### config.mk
export PLATFORM = sky130hd
export DESIGN_NAME = axil_sw_bridge
export DESIGN_NICKNAME = d
export VERILOG_FILES = /design/src/rtl/axil_sw_pkg.sv /design/src/rtl/axil_sw_slot.sv /design/src/rtl/axil_sw_ctrl.sv /design/src/rtl/axil_sw_dp.sv /design/src/rtl/axil_sw_bridge.sv
export SDC_FILE = /design/constraint.sdc
export NUM_CORES = 1
export LEC_CHECK = 0
export ABC_CLOCK_PERIOD_IN_PS = 2670
export BUFFER_PORTS_ARGS = -buffer_cell sky130_fd_sc_hd__buf_2
export CORE_MARGIN = 2
export CORE_UTILIZATION = 40
export DETAILED_ROUTE_END_ITERATION = 10
export PLACE_DENSITY = 0.67
export SETUP_SLACK_MARGIN = 0.15
export SYNTH_ARGS = -nofsm -noshare
export SYNTH_HDL_FRONTEND = slang
export SYNTH_SLANG_ARGS = --single-unit
### constraint.sdc
create_clock -name clk -period 2.67 [get_ports clk]
set_input_delay 0.6675 -clock clk [delete_from_list [all_inputs] [get_ports clk]]
set_output_delay 0.6675 -clock clk [all_outputs]
set_load 0.02 [all_outputs]
### src/rtl/axil_sw_pkg.sv
package axil_sw_pkg;
  parameter int unsigned DATA_W = 32;
  parameter int unsigned ADDR_W = 32;
  parameter int unsigned REG_AW = 5;
  localparam int unsigned IDX_W = REG_AW - 2;

  localparam logic [IDX_W-1:0] IDX_CTRL  = IDX_W'(0);
  localparam logic [IDX_W-1:0] IDX_RDCMD = IDX_W'(1);
  localparam logic [IDX_W-1:0] IDX_WRCMD = IDX_W'(2);
  localparam logic [IDX_W-1:0] IDX_RDATA = IDX_W'(3);
  localparam logic [IDX_W-1:0] IDX_WDATA = IDX_W'(4);
  localparam logic [IDX_W-1:0] IDX_WRESP = IDX_W'(5);

  localparam int unsigned BIT_EN_RD   = 0;
  localparam int unsigned BIT_EN_WR   = 1;
  localparam int unsigned BIT_AR_PEND = 8;
  localparam int unsigned BIT_AW_PEND = 9;
  localparam int unsigned BIT_R_DONE  = 10;
  localparam int unsigned BIT_W_PEND  = 11;
  localparam int unsigned BIT_B_DONE  = 12;

  localparam logic [1:0] RESP_OKAY = 2'b00;

  typedef struct packed {
    logic rdCtrl;
    logic rdRdCmd;
    logic rdWrCmd;
    logic rdWdata;
    logic wrCtrl;
    logic wrRdata;
    logic wrWresp;
  } regStrobe_t;

  typedef struct packed {
    logic [1:0] intEn;
    logic       arPend;
    logic       awPend;
    logic       wPend;
    logic       rDone;
    logic       bDone;
    logic       bValid;
  } regStatus_t;
endpackage

### src/rtl/axil_sw_slot.sv
module axil_sw_slot #(
  parameter int unsigned W_BITS = 32
) (
  input  logic              clk,
  input  logic              rstN,
  input  logic              inValid,
  output logic              inReady,
  input  logic [W_BITS-1:0] inWord,
  input  logic              consume,
  input  logic              retire,
  output logic              pend,
  output logic [W_BITS-1:0] wordQ
);
  logic openQ;
  logic capture;

  assign inReady = !openQ;
  assign capture = inValid && inReady;

  always_ff @(posedge clk) begin
    if (!rstN) begin
      openQ <= 1'b0;
      pend  <= 1'b0;
      wordQ <= '0;
    end else begin
      if (capture)     openQ <= 1'b1;
      else if (retire) openQ <= 1'b0;

      if (capture)      pend <= 1'b1;
      else if (consume) pend <= 1'b0;

      if (capture) wordQ <= inWord;
    end
  end

  AST_ONE_OUTSTANDING: assert property (@(posedge clk) disable iff (!rstN)
    (inValid && inReady) |=> !inReady) else $error("slot accepted twice");
endmodule

### src/rtl/axil_sw_ctrl.sv
module axil_sw_ctrl import axil_sw_pkg::*; (
  input  logic [REG_AW-1:0] regAddr,
  input  logic              regRd,
  input  logic              regWr,
  input  regStatus_t        stat,
  input  logic [ADDR_W-1:0] arAddr,
  input  logic [ADDR_W-1:0] awAddr,
  input  logic [DATA_W-1:0] rData,
  input  logic [DATA_W-1:0] wData,
  output regStrobe_t        strobe,
  output logic [DATA_W-1:0] regRdata
);
  logic [IDX_W-1:0] idx;
  logic [DATA_W-1:0] ctrlWord;

  assign idx = regAddr[REG_AW-1:2];

  always_comb begin
    strobe = '0;
    strobe.rdCtrl  = regRd && (idx == IDX_CTRL);
    strobe.rdRdCmd = regRd && (idx == IDX_RDCMD);
    strobe.rdWrCmd = regRd && (idx == IDX_WRCMD);
    strobe.rdWdata = regRd && (idx == IDX_WDATA);
    strobe.wrCtrl  = regWr && (idx == IDX_CTRL);
    strobe.wrRdata = regWr && (idx == IDX_RDATA);
    strobe.wrWresp = regWr && (idx == IDX_WRESP);
  end

  always_comb begin
    ctrlWord = '0;
    ctrlWord[BIT_EN_RD]   = stat.intEn[0];
    ctrlWord[BIT_EN_WR]   = stat.intEn[1];
    ctrlWord[BIT_AR_PEND] = stat.arPend;
    ctrlWord[BIT_AW_PEND] = stat.awPend;
    ctrlWord[BIT_R_DONE]  = stat.rDone;
    ctrlWord[BIT_W_PEND]  = stat.wPend;
    ctrlWord[BIT_B_DONE]  = stat.bDone;
  end

  always_comb begin
    regRdata = '0;
    unique case (idx)
      IDX_CTRL:  regRdata = ctrlWord;
      IDX_RDCMD: regRdata = {arAddr[ADDR_W-1:2], 1'b0, stat.arPend};
      IDX_WRCMD: regRdata = {awAddr[ADDR_W-1:2], 1'b0, stat.awPend};
      IDX_RDATA: regRdata = rData;
      IDX_WDATA: regRdata = wData;
      IDX_WRESP: regRdata = {{(DATA_W-1){1'b0}}, stat.bValid};
      default:   regRdata = '0;
    endcase
  end
endmodule

### src/rtl/axil_sw_dp.sv
module axil_sw_dp import axil_sw_pkg::*; (
  input  logic              clk,
  input  logic              rstN,
  input  regStrobe_t        strobe,
  input  logic [DATA_W-1:0] regWdata,
  input  logic              arvalid,
  output logic              arready,
  input  logic [ADDR_W-1:0] araddr,
  output logic              rvalid,
  input  logic              rready,
  output logic [DATA_W-1:0] rdata,
  output logic [1:0]        rresp,
  input  logic              awvalid,
  output logic              awready,
  input  logic [ADDR_W-1:0] awaddr,
  input  logic              wvalid,
  output logic              wready,
  input  logic [DATA_W-1:0] wdata,
  output logic              bvalid,
  input  logic              bready,
  output logic [1:0]        bresp,
  output regStatus_t        stat,
  output logic [ADDR_W-1:0] arAddr,
  output logic [ADDR_W-1:0] awAddr,
  output logic [DATA_W-1:0] wData,
  output logic              irq
);
  logic [1:0] intEn;
  logic rValidQ, bValidQ, rDoneQ, bDoneQ, irqQ;
  logic [DATA_W-1:0] rDataQ;
  logic arPend, awPend, wPend;
  logic rHs, bHs;

  assign rHs = rValidQ && rready;
  assign bHs = bValidQ && bready;

  axil_sw_slot #(.W_BITS(ADDR_W)) uArSlot (
    .clk(clk), .rstN(rstN), .inValid(arvalid), .inReady(arready), .inWord(araddr),
    .consume(strobe.rdRdCmd), .retire(rHs), .pend(arPend), .wordQ(arAddr));

  axil_sw_slot #(.W_BITS(ADDR_W)) uAwSlot (
    .clk(clk), .rstN(rstN), .inValid(awvalid), .inReady(awready), .inWord(awaddr),
    .consume(strobe.rdWrCmd), .retire(bHs), .pend(awPend), .wordQ(awAddr));

  axil_sw_slot #(.W_BITS(DATA_W)) uWSlot (
    .clk(clk), .rstN(rstN), .inValid(wvalid), .inReady(wready), .inWord(wdata),
    .consume(strobe.rdWdata), .retire(bHs), .pend(wPend), .wordQ(wData));

  always_ff @(posedge clk) begin
    if (!rstN) begin
      intEn   <= '0;
      rValidQ <= 1'b0;
      rDataQ  <= '0;
      bValidQ <= 1'b0;
      rDoneQ  <= 1'b0;
      bDoneQ  <= 1'b0;
      irqQ    <= 1'b0;
    end else begin
      if (strobe.wrCtrl) intEn <= regWdata[BIT_EN_WR:BIT_EN_RD];

      if (rHs)                 rValidQ <= 1'b0;
      else if (strobe.wrRdata) rValidQ <= 1'b1;
      if (strobe.wrRdata && !rValidQ) rDataQ <= regWdata;

      if (bHs)                                  bValidQ <= 1'b0;
      else if (strobe.wrWresp && regWdata[0])   bValidQ <= 1'b1;

      // hardware set takes precedence over clear-on-read
      if (rHs)                rDoneQ <= 1'b1;
      else if (strobe.rdCtrl) rDoneQ <= 1'b0;
      if (bHs)                bDoneQ <= 1'b1;
      else if (strobe.rdCtrl) bDoneQ <= 1'b0;

      irqQ <= (arPend && intEn[0]) || (awPend && intEn[1]);
    end
  end

  assign rvalid = rValidQ;
  assign rdata  = rDataQ;
  assign rresp  = RESP_OKAY;
  assign bvalid = bValidQ;
  assign bresp  = RESP_OKAY;
  assign irq    = irqQ;

  always_comb begin
    stat.intEn  = intEn;
    stat.arPend = arPend;
    stat.awPend = awPend;
    stat.wPend  = wPend;
    stat.rDone  = rDoneQ;
    stat.bDone  = bDoneQ;
    stat.bValid = bValidQ;
  end

  AST_R_HOLD: assert property (@(posedge clk) disable iff (!rstN)
    (rvalid && !rready) |=> (rvalid && $stable(rdata))) else $error("R dropped");
  AST_R_DONE: assert property (@(posedge clk) disable iff (!rstN)
    (rvalid && rready) |=> stat.rDone) else $error("R done lost");
  AST_B_HOLD: assert property (@(posedge clk) disable iff (!rstN)
    (bvalid && !bready) |=> bvalid) else $error("B dropped");
  AST_B_DONE: assert property (@(posedge clk) disable iff (!rstN)
    (bvalid && bready) |=> (stat.bDone && !bvalid)) else $error("B done lost");
  AST_IRQ_MASKED: assert property (@(posedge clk) disable iff (!rstN)
    (stat.intEn == 2'b00) |=> !irq) else $error("irq while masked");
endmodule

### src/rtl/axil_sw_bridge.sv
module axil_sw_bridge import axil_sw_pkg::*; (
  input  logic              clk,
  input  logic              rstN,
  input  logic              arvalid,
  output logic              arready,
  input  logic [ADDR_W-1:0] araddr,
  output logic              rvalid,
  input  logic              rready,
  output logic [DATA_W-1:0] rdata,
  output logic [1:0]        rresp,
  input  logic              awvalid,
  output logic              awready,
  input  logic [ADDR_W-1:0] awaddr,
  input  logic              wvalid,
  output logic              wready,
  input  logic [DATA_W-1:0] wdata,
  output logic              bvalid,
  input  logic              bready,
  output logic [1:0]        bresp,
  input  logic [REG_AW-1:0] regAddr,
  input  logic              regRd,
  input  logic              regWr,
  input  logic [DATA_W-1:0] regWdata,
  output logic [DATA_W-1:0] regRdata,
  output logic              irq
);
  regStrobe_t        strobe;
  regStatus_t        stat;
  logic [ADDR_W-1:0] arAddr, awAddr;
  logic [DATA_W-1:0] wData;

  axil_sw_ctrl uCtrl (
    .regAddr(regAddr), .regRd(regRd), .regWr(regWr), .stat(stat),
    .arAddr(arAddr), .awAddr(awAddr), .rData(rdata), .wData(wData),
    .strobe(strobe), .regRdata(regRdata));

  axil_sw_dp uDp (
    .clk(clk), .rstN(rstN), .strobe(strobe), .regWdata(regWdata),
    .arvalid(arvalid), .arready(arready), .araddr(araddr),
    .rvalid(rvalid), .rready(rready), .rdata(rdata), .rresp(rresp),
    .awvalid(awvalid), .awready(awready), .awaddr(awaddr),
    .wvalid(wvalid), .wready(wready), .wdata(wdata),
    .bvalid(bvalid), .bready(bready), .bresp(bresp),
    .stat(stat), .arAddr(arAddr), .awAddr(awAddr), .wData(wData), .irq(irq));
endmodule

==> metrics, run 1 <==
Tot GR Track Use 22.4%; Final Wtd Congestion approximately 0.88; Die Span Y about 130 um; Initial Util 41.0%; Slew headroom 55.3%; setup tns final 0 ns; Synth Area in Simple Gates 19.4%; R2R cell count 4; Routed WL 18.0 mm; RSZ-0062 raised after global routing yes; Synth Area in XOR/XNOR 0%; CP endpoint kind output port; Fill cells ~1400; met2 WL 8.02 mm; Wirelength per Cell 16.1 um; layout cells sized above 1 29.9%; CTS Buf Count 17; Synth Flop Type dfxtp_1; row count 44; outcome finished, final reports clean; area share of the leading cell type in the synthesized netlist between 40% and 50%; DR top layer met5; mux cell area share after synthesis 12.1%; ys async rst share 0%; CTS sink cnt 137; area delta synth->final 30.2%; root buffer cell clkbuf_16; Remaining DRCs 0; Max-Cap Viols 0; deepest clock path buffer count 2; leak pwr 0.00337 uW; post_cts resized 3; Slew Limit Fails 0; CTS tree done; crit path max-delay cell type mux2_2; 1st-pass router iterations 5; vias per cell 5.06; Placed Cells 1084; max incr delay on CP 0.33 ns; via count 5647; post-route antenna net violation count 0; Final Util around 53%; Final Power ~5000 uW; I/O Buffers ~210; vias in the first global route ~5200; pin count of the biggest net entering global routing 68; Hold Buf Count CTS 0; Final Non-Filler Cells 1116; hpwl dp 12.9 mm; WL met3 roughly 950 um; core area between 10000 and 15000 um^2; first-pass GRT wire length 27.8 mm; clock transition at the registers of the reported paths 0.05 ns; pre-CTS WS 0.112 ns; synth top area cells dfxtp_1 46%, nand2_1 16%, mux2i_1 10%; largest area contributor in the netlist dfxtp_1; hold crit path type flop to flop; clock skew 0.00540 ns; H-tree depth 4; die width about 130 um; Worst Path Arrival 1.82 ns; most used cell, CP buf_4; number of setup violations in the final report 0; gr ovfl total 0; crit path launch type input pin; DRT iter0 DRCs 461; CP Class input pin to output port; Seq/Total Area, Yosys 46.1%; CP Data Required Time 2.00 ns; Adder-Cell Fraction of Synth Area 0%; die area 15900 um^2; Gate Count Post-Synth 734; Final WS setup 0.186 ns; unique cell type count in the Yosys netlist 34; CP Max Fanout 6; top cells by count, synth 250 x nand2_1, 137 x dfxtp_1, 98 x a21oi_1; final hold viol count 0; count leader, synth nand2_1; antenna violations before repair 1; fin nets 1061; post-synthesis compound-gate area fraction between 10% and 20%; Slew @ Worst Pin approximately 0.67 ns; worst-path cell chain buf_4 > buf_4 > mux2_2 > a22oi_1 > o21ai_0 > buf_2; synth warn 0; boundary pin count 216; mean post-synth cell area 8.11 um^2; Skew-Pair Late Insertion Delay 0.41 ns; PD cells 649 nW/um^2; Seq cells post-synth 137; EDFF count, synth 0; VDD IR max 458 uV; Syn Std Cell Area 5950 um^2; Setup Fix Bufs, Post-CTS 0; Hold Path Stages 2; FMAX 403 MHz; Final period util 93.0%; met1 wire length 8.55 mm; largest family of logic cells by synthesized area simple AND/OR/NAND/NOR gates; crit path time final 2.48 ns
layer usage:
layer	up-vias	GRT usage [%]
li1	2842	-
met1	2570	31.7
met2	204	32.8
met3	29	4.55
met4	2	10.1
met5	-	0
sequential cells by signal, indices dropped and copies added, names as in the netlist:
register	count
uDp.bDoneQ	1
uDp.intEn	2
uDp.bvalid	1
uDp.uWSlot.wordQ	32
uDp.rvalid	1
uDp.irq	1
uDp.uAwSlot.pend	1
uDp.uArSlot.pend	1
uDp.uAwSlot.openQ	1
uDp.uAwSlot.wordQ	30
uDp.uArSlot.openQ	1
uDp.rdata	32
uDp.uWSlot.openQ	1
uDp.uArSlot.wordQ	30
uDp.rDoneQ	1
uDp.uWSlot.pend	1
cell type report:
cell class | count | area [um^2] | area share, %
clock buffer | 29 | 510 | 6.58
clock inverter | 2 | 35.0 | 0.452
sequential | 137 | 2740 | 35.4
multi-input combinational | 527 | 2920 | 37.7
timing repair buffer | 231 | 1290 | 16.7
antenna | 1 | 2.50 | 0.0323
tap | 184 | 230 | 2.97
inverter | 5 | 18.8 | 0.242
report_power, final:
group	internal, uW	leakage, uW	switching [uW]
registers	2150	0.00112	61.7
logic	262	0.00199	384
clock network	1380	0.000266	798
total	3790	0.00337	1240
critical path: cells and delay by family:
family,cells,cell delay (ns)
buffers and inverters,3,0.51
muxes,1,0.33
AOI/OAI and AO/OA,2,0.31
cells by family after synthesis:
family	count (synthesis)
mux	71
other cells	1
buf+inv	73
simple gates	284
flops	137
compound gates	168
worst paths after layout:
kind / startpoint / to / slack (ns)
min: uDp.uWSlot.wordQ[3] / uDp.uWSlot.wordQ[3] / 0.45
min reg2reg: uDp.uWSlot.wordQ[3] / uDp.uWSlot.wordQ[3] / 0.45
max reg2reg: uDp.uWSlot.openQ / uDp.uWSlot.pend / 1.34
max: regAddr[3] / regRdata[11] / 0.19
cells in the final DEF (no fill, tap or decap), types with 2 or more instances in the layout:
cell type  instances
a22oi_2            6
nand2_1          250
buf_2            203
a32o_1             2
nand4_1            3
nor2b_4            2
nand2b_1           6
mux2_2             9
clkbuf_1           8
clkbuf_16         17
o21ai_0            5
o22ai_1           25
conb_1             4
mux2i_1           62
dfxtp_1          137
buf_12             5
nand3_1            3
nor2b_2            3
inv_1              3
nor2_1             8
o221ai_1           2
a21oi_1           98
a22oi_1           25
buf_4             22
nor2b_1            4
clkbuf_8           4
through the flow:
stage / hold WS, ns / instance area, um^2
floorplan: 0.433 / 5970
global placement: 0.440 / 7160
detailed placement: 0.446 / 7160
CTS: 0.454 / 7720
global route: 0.469 / 7750
finish: 0.452 / 7750
Note: power is estimated with default switching activity, not from simulation.
==> inputs of run 2 (changes only) <==
ABC_CLOCK_PERIOD_IN_PS = 2910   (was 2670)
clock period = 2.91 ns   (was 2.67 ns; I/O delays follow)
==> run 2 against run 1 <==
  * Power is 2.6% lower
  * Largest cell class unchanged
  * Utilization increased by 0.13 points
  * Register-to-register slack better by 0.02 ns
  * Critical path depth unchanged
  * Hold slack worse by 0.00054 ns
  * First-iteration DRC count down 19%
  * Largest power group is now the clock network
  * Routed wire length is 0.51% lower
  * Setup slack gained 0.00099 ns
  * Clock skew fell by 0.00062 ns
  * Cell count down 0.18%
  * Die area unchanged
  * Combinational power decreased by 10%
==> metrics, run 2 (synthesized netlist as in run 1, its figures left out) <==
outcome finished, final reports clean; antenna violations before repair 3; Setup Fix Bufs, Post-CTS 0; most used cell, CP buf_2; final hold viol count 0; Slew Limit Fails 0; Final Non-Filler Cells 1114; RSZ-0062 raised after global routing no; max incr delay on CP roughly 0.35 ns; Slew headroom 56.4%; design area 7770 um^2; DRT iter0 DRCs 375; deepest clock path buffer count 2; pre-CTS WS 0.211 ns; layout cells sized above 1 29.8%; CP endpoint kind output port; met1 Use GR 30.4%; CTS Buf Count 17; Tot GR Track Use 22.0%; Initial Util 41.0%; Final period util 93.6%; Die Span Y roughly 130 um; Wirelength per Cell 16.0 um; setup tns final 0 ns; Skew-Pair Late Insertion Delay 0.41 ns; crit path launch type input pin; leak pwr 0.00338 uW; worst-path cell chain buf_2 > nor2b_2 > buf_12 > a22oi_1 > o22ai_1 > buf_2; Placed Cells 1080; number of setup violations in the final report 0; GR peak layer met2; CP Class input pin to output port; hold crit path type flop to flop; pin count of the biggest net entering global routing 68; area delta synth->final 30.5%; I/O Buffers slightly above 200; Final Wtd Congestion 0.866; met2 Resource Use GR 33.6%; row count 44; root buffer cell clkbuf_16; core area between 10000 and 15000 um^2; start of the worst register-to-register path uDp.uWSlot.openQ; Remaining DRCs 0; hpwl dp 13.0 mm; CTS sink cnt roughly 140; CP Data Required Time 2.18 ns; fin nets 1057; VDD IR max 378 uV; critical path startpoint regAddr[4]; vias per cell 5.00; clock skew 0.00478 ns; dpl cell area 7130 um^2; Max-Cap Viols 0; Slew @ Worst Pin between 0.6 and 0.7 ns; post-route antenna net violation count 0; PD cells 631 nW/um^2; Worst Path Arrival ~2.0 ns; post_cts resized 0; grt met3 use between 4 and 5%; FMAX 367 MHz; CP Max Fanout 19; hold path startpoint uDp.uArSlot.wordQ[11]; via count 5568; commonest non-fill, non-tap cell in the layout nand2_1; clock transition at the registers of the reported paths 0.06 ns; Routed WL 17.9 mm; commonest cells after routing, fill and taps aside 250 x nand2_1, 205 x buf_2, 137 x dfxtp_1; first-pass GRT wire length between 20 and 30 mm; H-tree depth 4; crit path time final 2.72 ns; vias in the first global route 5237; Final WS setup 0.187 ns; gr ovfl total 0; 1st-pass router iterations 5; Fill cells about 1400; die width 126 um; Hold Buf Count CTS 0; CTS tree done; die area ~16000 um^2; boundary pin count between 200 and 250; crit path max-delay cell type a22oi_1
run 2: routing by layer:
metal  vias to the layer above  wire length, um
li1                       2849                -
met1                      2523             8460
met2                       161             7970
met3                        33              923
met4                         2              493
met5                         -                7
run 2: where the power goes:
group	switching (uW)	internal, uW
logic	349	231
registers	55.0	1970
clock network	831	1460
run 2: final cells by class:
type	instances	area [um^2]	share of cell area, %
timing repair buffer	227	1250	16.1
antenna	2	5.00	0.0644
tap	184	230	2.96
clock buffer	18	439	5.65
sequential	137	2740	35.3
multi-input combinational	527	2890	37.1
inverter	5	18.8	0.241
clock inverter	14	196	2.53
run 2: stage by stage:
stage | power (uW) | util [%] | hold WS [ns]
4_1_cts | 4930 | 53.4 | 0.454
6_report | 4900 | 53.5 | 0.451
2_1_floorplan | 2410 | - | 0.433
3_3_place_gp | 2640 | 49.1 | 0.440
3_5_place_dp | 2650 | 49.1 | 0.446
5_1_grt | 5080 | 53.5 | 0.466
run 2: critical path, delay by kind of cell:
kind | cells | cell delay, ns
buffers and inverters | 3 | 0.55
AO/OA/AOI/OAI | 2 | 0.51
AND/OR/NAND/NOR | 1 | 0.21
run 2: path summary, 6_finish.rpt:
kind | to | slack (ns) | cells after the start
min reg2reg | uDp.uArSlot.wordQ[11] | 0.45 | 2
max | regRdata[20] | 0.19 | 6
min | uDp.uArSlot.wordQ[11] | 0.45 | 2
max reg2reg | uDp.uWSlot.wordQ[17] | 1.36 | 4
==> inputs of run 3 (changes only) <==
ABC_CLOCK_PERIOD_IN_PS = 2300   (was 2910)
SYNTH_HIERARCHICAL = 1   (was not set)
clock period = 2.3 ns   (was 2.91 ns; I/O delays follow)
==> run 3 against run 2 <==
  * Count of clock-buffer cells in the layout increased by 2
  * Power rose by 22%
  * Highest routed layer is now met4
  * Critical path depth unchanged
  * Synthesized area increased by 15%
  * Flip-flop and latch count did not move
  * Global-route usage fell by 1.2 points
  * Critical endpoint is now regRdata[18]
==> metrics, run 3 <==
outcome finished, final reports clean; vias in the first global route between 5000 and 6000; clock transition at the registers of the reported paths 0.06 ns; deepest clock path buffer count 2; Logic pwr share ~16%; Wirelength per Cell 16.6 um; hold crit path type input pin to flop; core area 16600 um^2; layout cells sized above 1 38.4%; FMAX around 440 MHz; CTS sink cnt 137; first-pass GRT wire length between 20 and 30 mm; Slew @ Worst Pin a little over 0.5 ns; Switching Fraction about a quarter; die width 135 um; final hold viol count 0; die area ~18000 um^2; gr ovfl total 0; RSZ-0062 raised after global routing yes; boundary pin count roughly 220; CTS Buf Count 17; PD cells 638 nW/um^2; via count 5655; CP Max Fanout 7; area delta synth->final 36.9%; hpwl dp 13.2 mm; Final Non-Filler Cells 1166; internal cell power 4460 uW; CP Data Required Time around 1.7 ns; H-tree depth 4; CTS tree done; number of setup violations in the final report 0; VDD IR max 523 uV; Slew headroom 66.5%; crit path launch type input pin; Hold Buf Count CTS 0; Die Span Y 135 um; Skew-Pair Late Insertion Delay 0.41 ns; Tot GR Track Use 20.8%; Remaining DRCs 0; leak pwr 0.00411 uW; commonest non-fill, non-tap cell in the layout nand2_1; synth warn 6; Slew Limit Fails 0; crit path time final 2.27 ns; row count 47; fin nets between 1000 and 1500; setup tns final 0 ns; Worst Path Arrival 1.70 ns; Syn Std Cell Area 6860 um^2; mean post-synth cell area 9.19 um^2; Sequential Power Share 43.2%; commonest cells after routing, fill and taps aside 256 x nand2_1, 169 x buf_2, 137 x dfxtp_1; Final period util 98.7%; I/O Buffers 205; CP Class input pin to output port; ant diodes 0; pin count of the biggest net entering global routing 73; vias per cell approximately 4.8; Routed WL 19.3 mm; DRT iter0 DRCs 321; 1st-pass router iterations 4; Gate Count Post-Synth 746; Final Wtd Congestion 0.787; clock skew 0.00941 ns; post-route antenna net violation count 0; Placed Cells roughly 1100; antenna violations before repair 0; Sw Pwr between 1500 and 2000 uW; Max-Cap Viols 0; Clock power frac 40.9%; CP endpoint kind output port; root buffer cell clkbuf_16; Initial Util between 40% and 50%
==> run 3: cell types whose count changed in the layout (fill, tap and decap cells not counted), moves of 7 or more <==
cell	change
a22oi_2	+21
buf_12	+9
a22oi_1	-27
mux2i_1	+70
buf_2	-36
o22ai_1	-25
mux2_4	+14
o2bb2ai_2	+14
buf_6	+35
o2bb2ai_4	+7
a21oi_1	-98
==> run 3: through the flow <==
stage	cell area (um^2)	hold WS [ns]	power (uW)	util, %	setup slack, ns
final	9390	0.405	5990	56.4	0.0290
after detailed placement	7950	0.446	3420	47.8	-0.118
after CTS	9140	0.386	6010	54.9	0.0446
after global placement	7950	0.440	3410	47.8	-0.128
after global routing	9390	0.392	6220	56.4	-0.00199
after floorplan	6870	0.432	3170	-	0.202
==> run 3: critical path: stages <==
cell and delay (ns):
buf_16 0.11, buf_12 0.14, mux2_2 0.39, a22oi_1 0.22
o2bb2ai_2 0.11, buf_6 0.14
==> run 3: metal layers <==
layer  global-route usage (%)  share of wire, %  vias to the layer above
met2                     31.3                45                      148
met5                        0                 0                        -
li1                         -                 -                     2886
met4                     5.96               1.6                        0
met3                     5.41               5.5                       23
met1                     29.4                48                     2598
==> run 3: worst paths after layout <==
path / start / endpoint / slack, ns / cells past startpoint
setup / recovery: regAddr[3] / regRdata[18] / 0.03 / 6
hold / removal: awaddr[27] / uDp/uAwSlot/wordQ[27] / 0.40 / 3
setup reg to reg: uDp/uAwSlot/openQ / uDp/uAwSlot/wordQ[29] / 1.19 / 3
hold reg to reg: uDp/uAwSlot/wordQ[20] / uDp/uAwSlot/wordQ[20] / 0.46 / 2
==> run 3: layout make-up <==
cell class                      count  area (um^2)
Clock buffer                       20          457
Clock inverter                      5         52.6
Fill cell                        1486         7250
Inverter                            5         18.8
Multi-Input combinational cell    533         3970
Sequential cell                   137         2740
Tap cell                          220          275
Timing Repair Buffer              246         1870
==> run 3: power groups by stage <==
stage	Clock, uW	Combinational [uW]	Sequential [uW]
after detailed placement	0	797	2620
after CTS	2510	914	2580
after global placement	0	791	2620
after floorplan	0	552	2620
final	2450	949	2590
after global routing	2590	1020	2600
==> run 3: what timing repair did <==
| item | CTS | global route |
|---|---|---|
| buffers inserted | 2 | 2 |
| setup endpoints to repair | 32 | 32 |
| pin swaps | 13 | 12 |
| gates cloned | 6 | 0 |
| resized for setup | 121 | 44 |
